[src/rtl/lcd_sync_pkg.sv]
package lcd_sync_pkg;
  // Decoded properties of one screen position.
  typedef struct packed {
    logic       hsync;
    logic       vsync;
    logic       act;
    logic [1:0] ph;
    logic       red;
    logic       line0;
    logic       frame0;
  } slot_t;
endpackage

[src/rtl/lcd_hv_counter.sv]
module lcd_hv_counter #(
  parameter int H_SYNC  = 10,
  parameter int H_BACK  = 20,
  parameter int H_PIX   = 240,
  parameter int H_FRONT = 10,
  parameter int V_TOTAL = 328,
  parameter int HW      = 10,
  parameter int VW      = 9
) (
  input  logic          clk,
  input  logic          rst,
  input  logic          dot_en,
  input  logic          wide_in,
  output logic [HW-1:0] h,
  output logic [VW-1:0] v,
  output logic [1:0]    ph,
  output logic [HW-1:0] h_nxt,
  output logic [VW-1:0] v_nxt,
  output logic [1:0]    ph_nxt,
  output logic          wide_q
);
  localparam logic [HW-1:0] LAST_N = HW'(H_SYNC + H_BACK + 3*H_PIX + H_FRONT - 1);
  localparam logic [HW-1:0] LAST_W = HW'(H_SYNC + H_BACK + H_PIX + H_FRONT - 1);
  localparam logic [HW-1:0] ACT0   = HW'(H_SYNC + H_BACK);
  localparam logic [VW-1:0] VLAST  = VW'(V_TOTAL - 1);

  logic [1:0] ph_max;

  always_comb begin
    ph_max = wide_q ? 2'd0 : 2'd2;
    if (h == (wide_q ? LAST_W : LAST_N)) begin
      h_nxt = '0;
      v_nxt = (v == VLAST) ? '0 : v + 1'b1;
    end else begin
      h_nxt = h + 1'b1;
      v_nxt = v;
    end
    if (h_nxt == ACT0 || ph == ph_max) ph_nxt = 2'd0;
    else                               ph_nxt = ph + 2'd1;
  end

  always_ff @(posedge clk) begin
    if (rst) begin
      h      <= '0;
      v      <= '0;
      ph     <= '0;
      wide_q <= wide_in;
    end else if (dot_en) begin
      h  <= h_nxt;
      v  <= v_nxt;
      ph <= ph_nxt;
      if (h_nxt == '0 && v_nxt == '0) wide_q <= wide_in;
    end
  end
endmodule

[src/rtl/lcd_slot_decode.sv]
module lcd_slot_decode
  import lcd_sync_pkg::*;
#(
  parameter int H_SYNC  = 10,
  parameter int H_BACK  = 20,
  parameter int H_PIX   = 240,
  parameter int V_SYNC  = 2,
  parameter int V_BACK  = 2,
  parameter int V_LINES = 320,
  parameter int HW      = 10,
  parameter int VW      = 9
) (
  input  logic [HW-1:0] h,
  input  logic [VW-1:0] v,
  input  logic [1:0]    ph,
  input  logic          wide,
  output slot_t         slot
);
  localparam logic [HW-1:0] HS_END = HW'(H_SYNC);
  localparam logic [HW-1:0] ACT0   = HW'(H_SYNC + H_BACK);
  localparam logic [HW-1:0] END_N  = HW'(H_SYNC + H_BACK + 3*H_PIX);
  localparam logic [HW-1:0] END_W  = HW'(H_SYNC + H_BACK + H_PIX);
  localparam logic [VW-1:0] VS_END = VW'(V_SYNC);
  localparam logic [VW-1:0] VA0    = VW'(V_SYNC + V_BACK);
  localparam logic [VW-1:0] VA1    = VW'(V_SYNC + V_BACK + V_LINES);

  always_comb begin
    slot.hsync  = (h < HS_END);
    slot.vsync  = (v < VS_END);
    slot.act    = (h >= ACT0) && (h < (wide ? END_W : END_N)) && (v >= VA0) && (v < VA1);
    slot.ph     = wide ? 2'd0 : ph;
    slot.red    = slot.act && (slot.ph == 2'd0);
    slot.line0  = (h == '0);
    slot.frame0 = (h == '0) && (v == '0);
  end
endmodule

[src/rtl/lcd_pixel_serializer.sv]
module lcd_pixel_serializer
  import lcd_sync_pkg::*;
#(
  parameter int CW = 6,
  parameter int PW = 3*CW
) (
  input  logic          clk,
  input  logic          rst,
  input  logic          dot_en,
  input  logic          wide,
  input  slot_t         slot,
  input  logic          pix_req,
  input  logic [PW-1:0] pix_data,
  output logic [PW-1:0] bus_data
);
  localparam int ZW = PW - CW;
  logic [PW-1:0] hold;

  always_ff @(posedge clk) begin
    if (rst) begin
      bus_data <= '0;
      hold     <= '0;
    end else if (dot_en) begin
      if (!slot.act) begin
        bus_data <= '0;
      end else begin
        case (slot.ph)
          2'd0: begin
            hold     <= pix_data;
            bus_data <= wide ? pix_data : {{ZW{1'b0}}, pix_data[PW-1 -: CW]};
          end
          2'd1:    bus_data <= {{ZW{1'b0}}, hold[2*CW-1 -: CW]};
          default: bus_data <= {{ZW{1'b0}}, hold[CW-1:0]};
        endcase
      end
    end
  end

  // A pixel is taken only at the end of the tick its request covered.
  AST_RED_NEEDS_REQ: assert property (@(posedge clk) disable iff (rst)
    (dot_en && slot.red) |-> pix_req);
endmodule

[src/rtl/lcd_sync_gen.sv]
module lcd_sync_gen
  import lcd_sync_pkg::*;
#(
  parameter int H_SYNC  = 10,
  parameter int H_BACK  = 20,
  parameter int H_PIX   = 240,
  parameter int H_FRONT = 10,
  parameter int V_SYNC  = 2,
  parameter int V_BACK  = 2,
  parameter int V_LINES = 320,
  parameter int V_FRONT = 4,
  parameter int CW      = 6,
  parameter int PW      = 3*CW
) (
  input  logic          clk,
  input  logic          rst,
  input  logic          dot_en,
  input  logic          wide_mode,
  input  logic [PW-1:0] pix_data,
  output logic          pix_req,
  output logic          hsync_n,
  output logic          vsync_n,
  output logic          de,
  output logic [1:0]    phase,
  output logic [PW-1:0] bus_data,
  output logic          line_start,
  output logic          frame_start
);
  localparam int H_TOTAL = H_SYNC + H_BACK + 3*H_PIX + H_FRONT;
  localparam int V_TOTAL = V_SYNC + V_BACK + V_LINES + V_FRONT;
  localparam int HW      = $clog2(H_TOTAL);
  localparam int VW      = $clog2(V_TOTAL);

  logic [HW-1:0] h, h_nxt;
  logic [VW-1:0] v, v_nxt;
  logic [1:0]    ph, ph_nxt;
  logic          wide_q;
  slot_t         cur, nxt;

  lcd_hv_counter #(.H_SYNC(H_SYNC), .H_BACK(H_BACK), .H_PIX(H_PIX), .H_FRONT(H_FRONT),
                   .V_TOTAL(V_TOTAL), .HW(HW), .VW(VW)) u_cnt (
    .clk(clk), .rst(rst), .dot_en(dot_en), .wide_in(wide_mode),
    .h(h), .v(v), .ph(ph), .h_nxt(h_nxt), .v_nxt(v_nxt), .ph_nxt(ph_nxt), .wide_q(wide_q));

  lcd_slot_decode #(.H_SYNC(H_SYNC), .H_BACK(H_BACK), .H_PIX(H_PIX), .V_SYNC(V_SYNC),
                    .V_BACK(V_BACK), .V_LINES(V_LINES), .HW(HW), .VW(VW)) u_dec_cur (
    .h(h), .v(v), .ph(ph), .wide(wide_q), .slot(cur));

  lcd_slot_decode #(.H_SYNC(H_SYNC), .H_BACK(H_BACK), .H_PIX(H_PIX), .V_SYNC(V_SYNC),
                    .V_BACK(V_BACK), .V_LINES(V_LINES), .HW(HW), .VW(VW)) u_dec_nxt (
    .h(h_nxt), .v(v_nxt), .ph(ph_nxt), .wide(wide_q), .slot(nxt));

  lcd_pixel_serializer #(.CW(CW), .PW(PW)) u_ser (
    .clk(clk), .rst(rst), .dot_en(dot_en), .wide(wide_q), .slot(cur),
    .pix_req(pix_req), .pix_data(pix_data), .bus_data(bus_data));

  always_ff @(posedge clk) begin
    if (rst) begin
      hsync_n     <= 1'b1;
      vsync_n     <= 1'b1;
      de          <= 1'b0;
      phase       <= 2'd0;
      pix_req     <= 1'b0;
      line_start  <= 1'b0;
      frame_start <= 1'b0;
    end else if (dot_en) begin
      hsync_n     <= ~cur.hsync;
      vsync_n     <= ~cur.vsync;
      de          <= cur.act;
      phase       <= cur.act ? cur.ph : 2'd0;
      pix_req     <= nxt.red;
      line_start  <= cur.line0;
      frame_start <= cur.frame0;
    end
  end

  AST_FRAME_ON_LINE: assert property (@(posedge clk) disable iff (rst)
    frame_start |-> line_start);
  AST_VSYNC_WITH_HSYNC: assert property (@(posedge clk) disable iff (rst)
    $fell(vsync_n) |-> $fell(hsync_n));
  AST_BUS_IDLE_ZERO: assert property (@(posedge clk) disable iff (rst)
    !de |-> (bus_data == '0));
  AST_HOLD_WITHOUT_TICK: assert property (@(posedge clk) disable iff (rst)
    (!$past(dot_en) && !$past(rst)) |-> ($stable(hsync_n) && $stable(bus_data) && $stable(pix_req)));
endmodule

[config.mk]
export PLATFORM = sky130hd
export DESIGN_NAME = lcd_sync_gen
export DESIGN_NICKNAME = d
export VERILOG_FILES = /design/src/rtl/lcd_sync_pkg.sv /design/src/rtl/lcd_hv_counter.sv /design/src/rtl/lcd_slot_decode.sv /design/src/rtl/lcd_pixel_serializer.sv /design/src/rtl/lcd_sync_gen.sv
export SDC_FILE = /design/constraint.sdc
export NUM_CORES = 1
export LEC_CHECK = 0
export BUFFER_PORTS_ARGS = -buffer_cell sky130_fd_sc_hd__buf_2
export CAP_MARGIN = 20
export CORE_ASPECT_RATIO = 1.4
export CORE_MARGIN = 1
export CORE_UTILIZATION = 50
export DETAILED_ROUTE_END_ITERATION = 8
export PLACE_DENSITY = 0.7
export SLEW_MARGIN = 20
export SYNTH_ARGS = -nofsm -noshare
export SYNTH_HDL_FRONTEND = slang
export SYNTH_SLANG_ARGS = --single-unit
[constraint.sdc]
create_clock -name clk -period 3.97 [get_ports clk]
set_input_delay 0 -clock clk [delete_from_list [all_inputs] [get_ports clk]]
set_output_delay 0 -clock clk [all_outputs]
set_load 0.02 [all_outputs]
==> summary.md <==
At the end of routability-driven placement, the weighted congestion stood at 0.9199. Share of synthesized flip-flops with an asynchronous set or reset: 0. Max-capacitance violation count: 0.

CTS placed an instance of sky130_fd_sc_hd__clkbuf_8 at the clock tree root. The total power is 1.278 mW, and the routed via count is 3572. TritonCTS built the clock tree. The count of endpoints failing setup in the final report was 0. For this run, the number of Yosys warnings is 0. The run gives 0 as the antenna diode count. Cell with the most instances after synthesis: sky130_fd_sc_hd__dfxtp_1. Tracing the worst setup path back leads to its startpoint at u_cnt.h[1]. The worst relative slew slack is 0.4375. Setup repair after global routing left no endpoint under its margin. The net count of the finished layout is 531. Sort of element at the end of the critical path: a flop.

Power density of the placed cells: 308.1 mW/mm^2. The maximum resistive drop on vdd was 0.0003133 V. The worst-case clock skew is 0.007639 ns, and the final hold violation count is 0. Detailed routing placed a total of 5012 microns of wire on met2. For the all-layer global routing usage, the log shows 0.2794. The TritonCTS buffer count came out at 9. The number of nets in the synthesized netlist was 483. The die is 100.9 microns tall.

In this run the number of cells on the critical path is 11. Using the TritonRoute via totals, the vias-per-cell ratio works out to 6.054. The number of DRC violations after detailed-routing iteration 0 was 321. For this run, the leading register cell type out of synthesis is sky130_fd_sc_hd__dfxtp_1. After clock tree synthesis, the clock-pin slew on the worst setup and hold paths is 0.08 ns.

Summed over all nets, the half-perimeter wirelength after detailed placement is 6411 microns. The tools report the leakage power as 1.689 nW. The pin count of the biggest net entering global routing is 43, and the post-route antenna net violation count is 0. For the count of unique library cells instantiated by Yosys, the log shows 59.

The clock reaches the later pin of the worst-skew pair after 0.34 ns. The first detailed-routing pass ran for 5 iterations. Dividing the detail-routed wire length by the instance count gives 16.35 microns. The stage delay of the slowest cell on the critical path works out to 0.62 ns. The first-pass GRT wire length is 16100 microns. The number of storage elements in the synthesis netlist came out at 60. Yosys attributes the largest share of cell area to sky130_fd_sc_hd__dfxtp_1 34%, sky130_fd_sc_hd__a21oi_1 5.7%, sky130_fd_sc_hd__ha_1 5.7%. During I/O placement, the number of pins put on the boundary was 48.

The final cycle utilization of the critical path was 0.8714; the portion of the post-synthesis area used by sequential elements was 0.3465. Floorplan die width: 72.67 microns. Summed over all instances, the cell type with the most area after synthesis is sky130_fd_sc_hd__dfxtp_1. The startpoint identified for the worst hold timing path is dot_en.

Fill cells in the final layout number 608. Standard-cell row count: 35. Counting instances in the post-synthesis netlist gives the leading cell types as 59 x sky130_fd_sc_hd__dfxtp_1, 53 x sky130_fd_sc_hd__nor2_1, 40 x sky130_fd_sc_hd__a21oi_1. The average footprint of a synthesized cell is 7.856 sq um. At the pin with the least slew margin, the transition time is 0.8406 ns. The core outline area is 0.006656 sq mm. The remaining global-route overflow is 0. The tree built by TritonCTS fans out to 60 sinks. The final count of pins violating max slew was 0.

Met3 wirelength from detailed routing: 452 microns. The worst hold path belongs to the class input port to flop. The critical path start-end classification was flop to flop. For the post-route worst hold slack, the log shows 0.1837 ns. The biggest fanout along the worst timing path is 16. After detailed routing, the wire length on met1 is 3990 microns. The fraction of final layout cells with drive strength greater than 1 is 0.1466, and the number of synthesized flops with an enable pin is 1. The area of the mapped netlist is 0.003496 sq mm, and the number of buffers added on ports is 47.

The tools report the via count of the first global-routing pass as 3409. The library cell contributing the largest single delay on the critical path was sky130_fd_sc_hd__dfxtp_1. The final period demand of the worst path works out to 3.459 ns. The kind of cell adding the most delay to the critical path was compound AO/OA/AOI/OAI gates.

Launch instance of the worst register-to-register path: u_cnt.h[1]. In this run the top signal layer used is met4. For this block, the routed nets add up to 9646 microns of wire. For the maximum root-to-sink buffer count, the log shows 2.

The run finished with clean final reports. The worst hold path passes through 4 cells. After detailed routing, the number of remaining DRC violations is 0. The logs give 0 ns for the setup total negative slack and 4.21 ns for the data required time of the worst path. The logs give 0.5252 for the effective utilization at floorplan and 3 for the number of H-tree levels. The length in cells of the worst reg-to-reg path works out to 11. Walking the worst path, the cells encountered are ha_1 > nand2_1 > nor3_1 > buf_4 > nor2_1 > ha_1 > a21o_1 > a21o_1 > a221oi_1 > o311ai_0 > o31ai_1. The initial antenna violation count is 0. For the worst setup path, the data arrival time is 3.70 ns. The worst path buffer plus inverter count came out at 1. The area enclosed by the die boundary is 0.007335 sq mm.

The tools report the startpoint kind of the worst setup timing path as a flop. Static timing analysis puts the maximum clock frequency at 289.1 MHz. Synthesis handed over a netlist of 445 instances. The share of the synthesized area in the top cell type was 0.3379; the area added between synthesis and finish was 18.68%.
==> what timing repair did <==
action                                 CTS  global route
setup buffers                            0             0
hold buffers                            19             0
endpoints found under the hold margin   25             0
gates resized for setup                  0             0
==> area by class of cell <==
class	count	area, sq um	share of cell area
Clock buffer	11	152.6	0.03679
Clock inverter	5	42.54	0.01025
Inverter	15	56.30	0.01357
Multi-Input combinational cell	334	2090	0.5036
Sequential cell	60	1211	0.2919
Tap cell	92	115.1	0.02774
Timing Repair Buffer	73	481.7	0.1161
==> flip-flops by register name, summed over array words and instances, names as in the netlist <==
register	cells
frame_start	1
u_ser.bus_data	18
u_ser.hold	12
u_cnt.ph	2
pix_req	1
u_cnt.h	10
u_cnt.v	9
u_cnt.wide_q	1
line_start	1
phase	2
vsync_n	1
de	1
hsync_n	1
==> routing by layer <==
layer | up-vias | global-route usage
met4 | 0 | 0.1192
met3 | 19 | 0.05800
met2 | 122 | 0.4889
met1 | 1692 | 0.3251
met5 | - | 0
li1 | 1739 | -
==> cells in the final DEF, fill, tap and decap left out, types with 3 or more instances in the layout <==
cell	synthesis	layout
sky130_fd_sc_hd__mux2i_1	12	12
sky130_fd_sc_hd__nand4_1	9	9
sky130_fd_sc_hd__a22oi_1	9	9
sky130_fd_sc_hd__clkinv_4	0	3
sky130_fd_sc_hd__a32oi_1	12	12
sky130_fd_sc_hd__a211oi_1	3	3
sky130_fd_sc_hd__nand3_1	26	26
sky130_fd_sc_hd__or3_1	5	5
sky130_fd_sc_hd__inv_1	15	15
sky130_fd_sc_hd__ha_1	16	16
sky130_fd_sc_hd__a21boi_0	3	3
sky130_fd_sc_hd__nor4_1	3	3
sky130_fd_sc_hd__nor3_1	9	9
sky130_fd_sc_hd__and3_1	5	5
sky130_fd_sc_hd__a31oi_1	3	3
sky130_fd_sc_hd__o31ai_1	3	3
sky130_fd_sc_hd__a311oi_1	4	4
sky130_fd_sc_hd__or4_1	4	4
sky130_fd_sc_hd__nor2b_1	7	7
sky130_fd_sc_hd__o21a_1	3	3
sky130_fd_sc_hd__xor2_1	6	6
sky130_fd_sc_hd__buf_4	0	6
sky130_fd_sc_hd__clkbuf_8	0	9
sky130_fd_sc_hd__buf_2	2	47
sky130_fd_sc_hd__nor2_1	53	53
sky130_fd_sc_hd__a21o_1	3	3
sky130_fd_sc_hd__dfxtp_1	59	59
sky130_fd_sc_hd__a21oi_1	40	40
sky130_fd_sc_hd__o21ai_0	29	29
sky130_fd_sc_hd__nand2_1	29	29
sky130_fd_sc_hd__xnor2_1	5	5
sky130_fd_sc_hd__dlygate4sd3_1	0	19
==> worst paths after layout <==
kind / slack, ns / end
hold / removal: 0.18 / vsync_n
hold reg to reg: 0.47 / line_start
setup reg to reg: 0.51 / pix_req
setup / recovery: 0.51 / pix_req
==> worst register-to-register path: stages, from the launching register on <==
cell                       delay, ns
sky130_fd_sc_hd__dfxtp_1        0.62
sky130_fd_sc_hd__ha_1           0.53
sky130_fd_sc_hd__nand2_1        0.21
sky130_fd_sc_hd__nor3_1         0.31
sky130_fd_sc_hd__buf_4          0.22
sky130_fd_sc_hd__nor2_1         0.08
sky130_fd_sc_hd__ha_1           0.32
sky130_fd_sc_hd__a21o_1         0.17
sky130_fd_sc_hd__a21o_1         0.17
sky130_fd_sc_hd__a221oi_1       0.26
sky130_fd_sc_hd__o311ai_0       0.20
sky130_fd_sc_hd__o31ai_1        0.28
==> report_power, final <==
part           switching (mW)  internal [mW]  total [mW]  leakage, nW
Combinational          0.0696         0.0487       0.118         1.11
Clock                   0.268          0.270       0.538       0.0952
Sequential             0.0125          0.610       0.622        0.487
Total                   0.350          0.928        1.28         1.69
==> cells by family after synthesis <==
kind of cell,after synthesis,synth area share
flops,60,0.3465
fa+ha+maj,16,0.05726
mux,12,0.03436
simple gates,163,0.2326
compound gates,132,0.2459
buf+inv,51,0.05583
xor+xnor,11,0.02756
==> per-stage QoR <==
step           worst slack, ns    util  cells  cell area [sq um]
2_1_floorplan           0.6833       -    445               3496
3_3_place_gp            0.6803  0.5637    554               3752
3_5_place_dp            0.5553  0.5637    554               3752
4_1_cts                 0.5425  0.6216    589               4138
5_1_grt                 0.1909  0.6233    590               4149
6_report                0.5106  0.6233    590               4149
(Power assumes the default switching activity.)
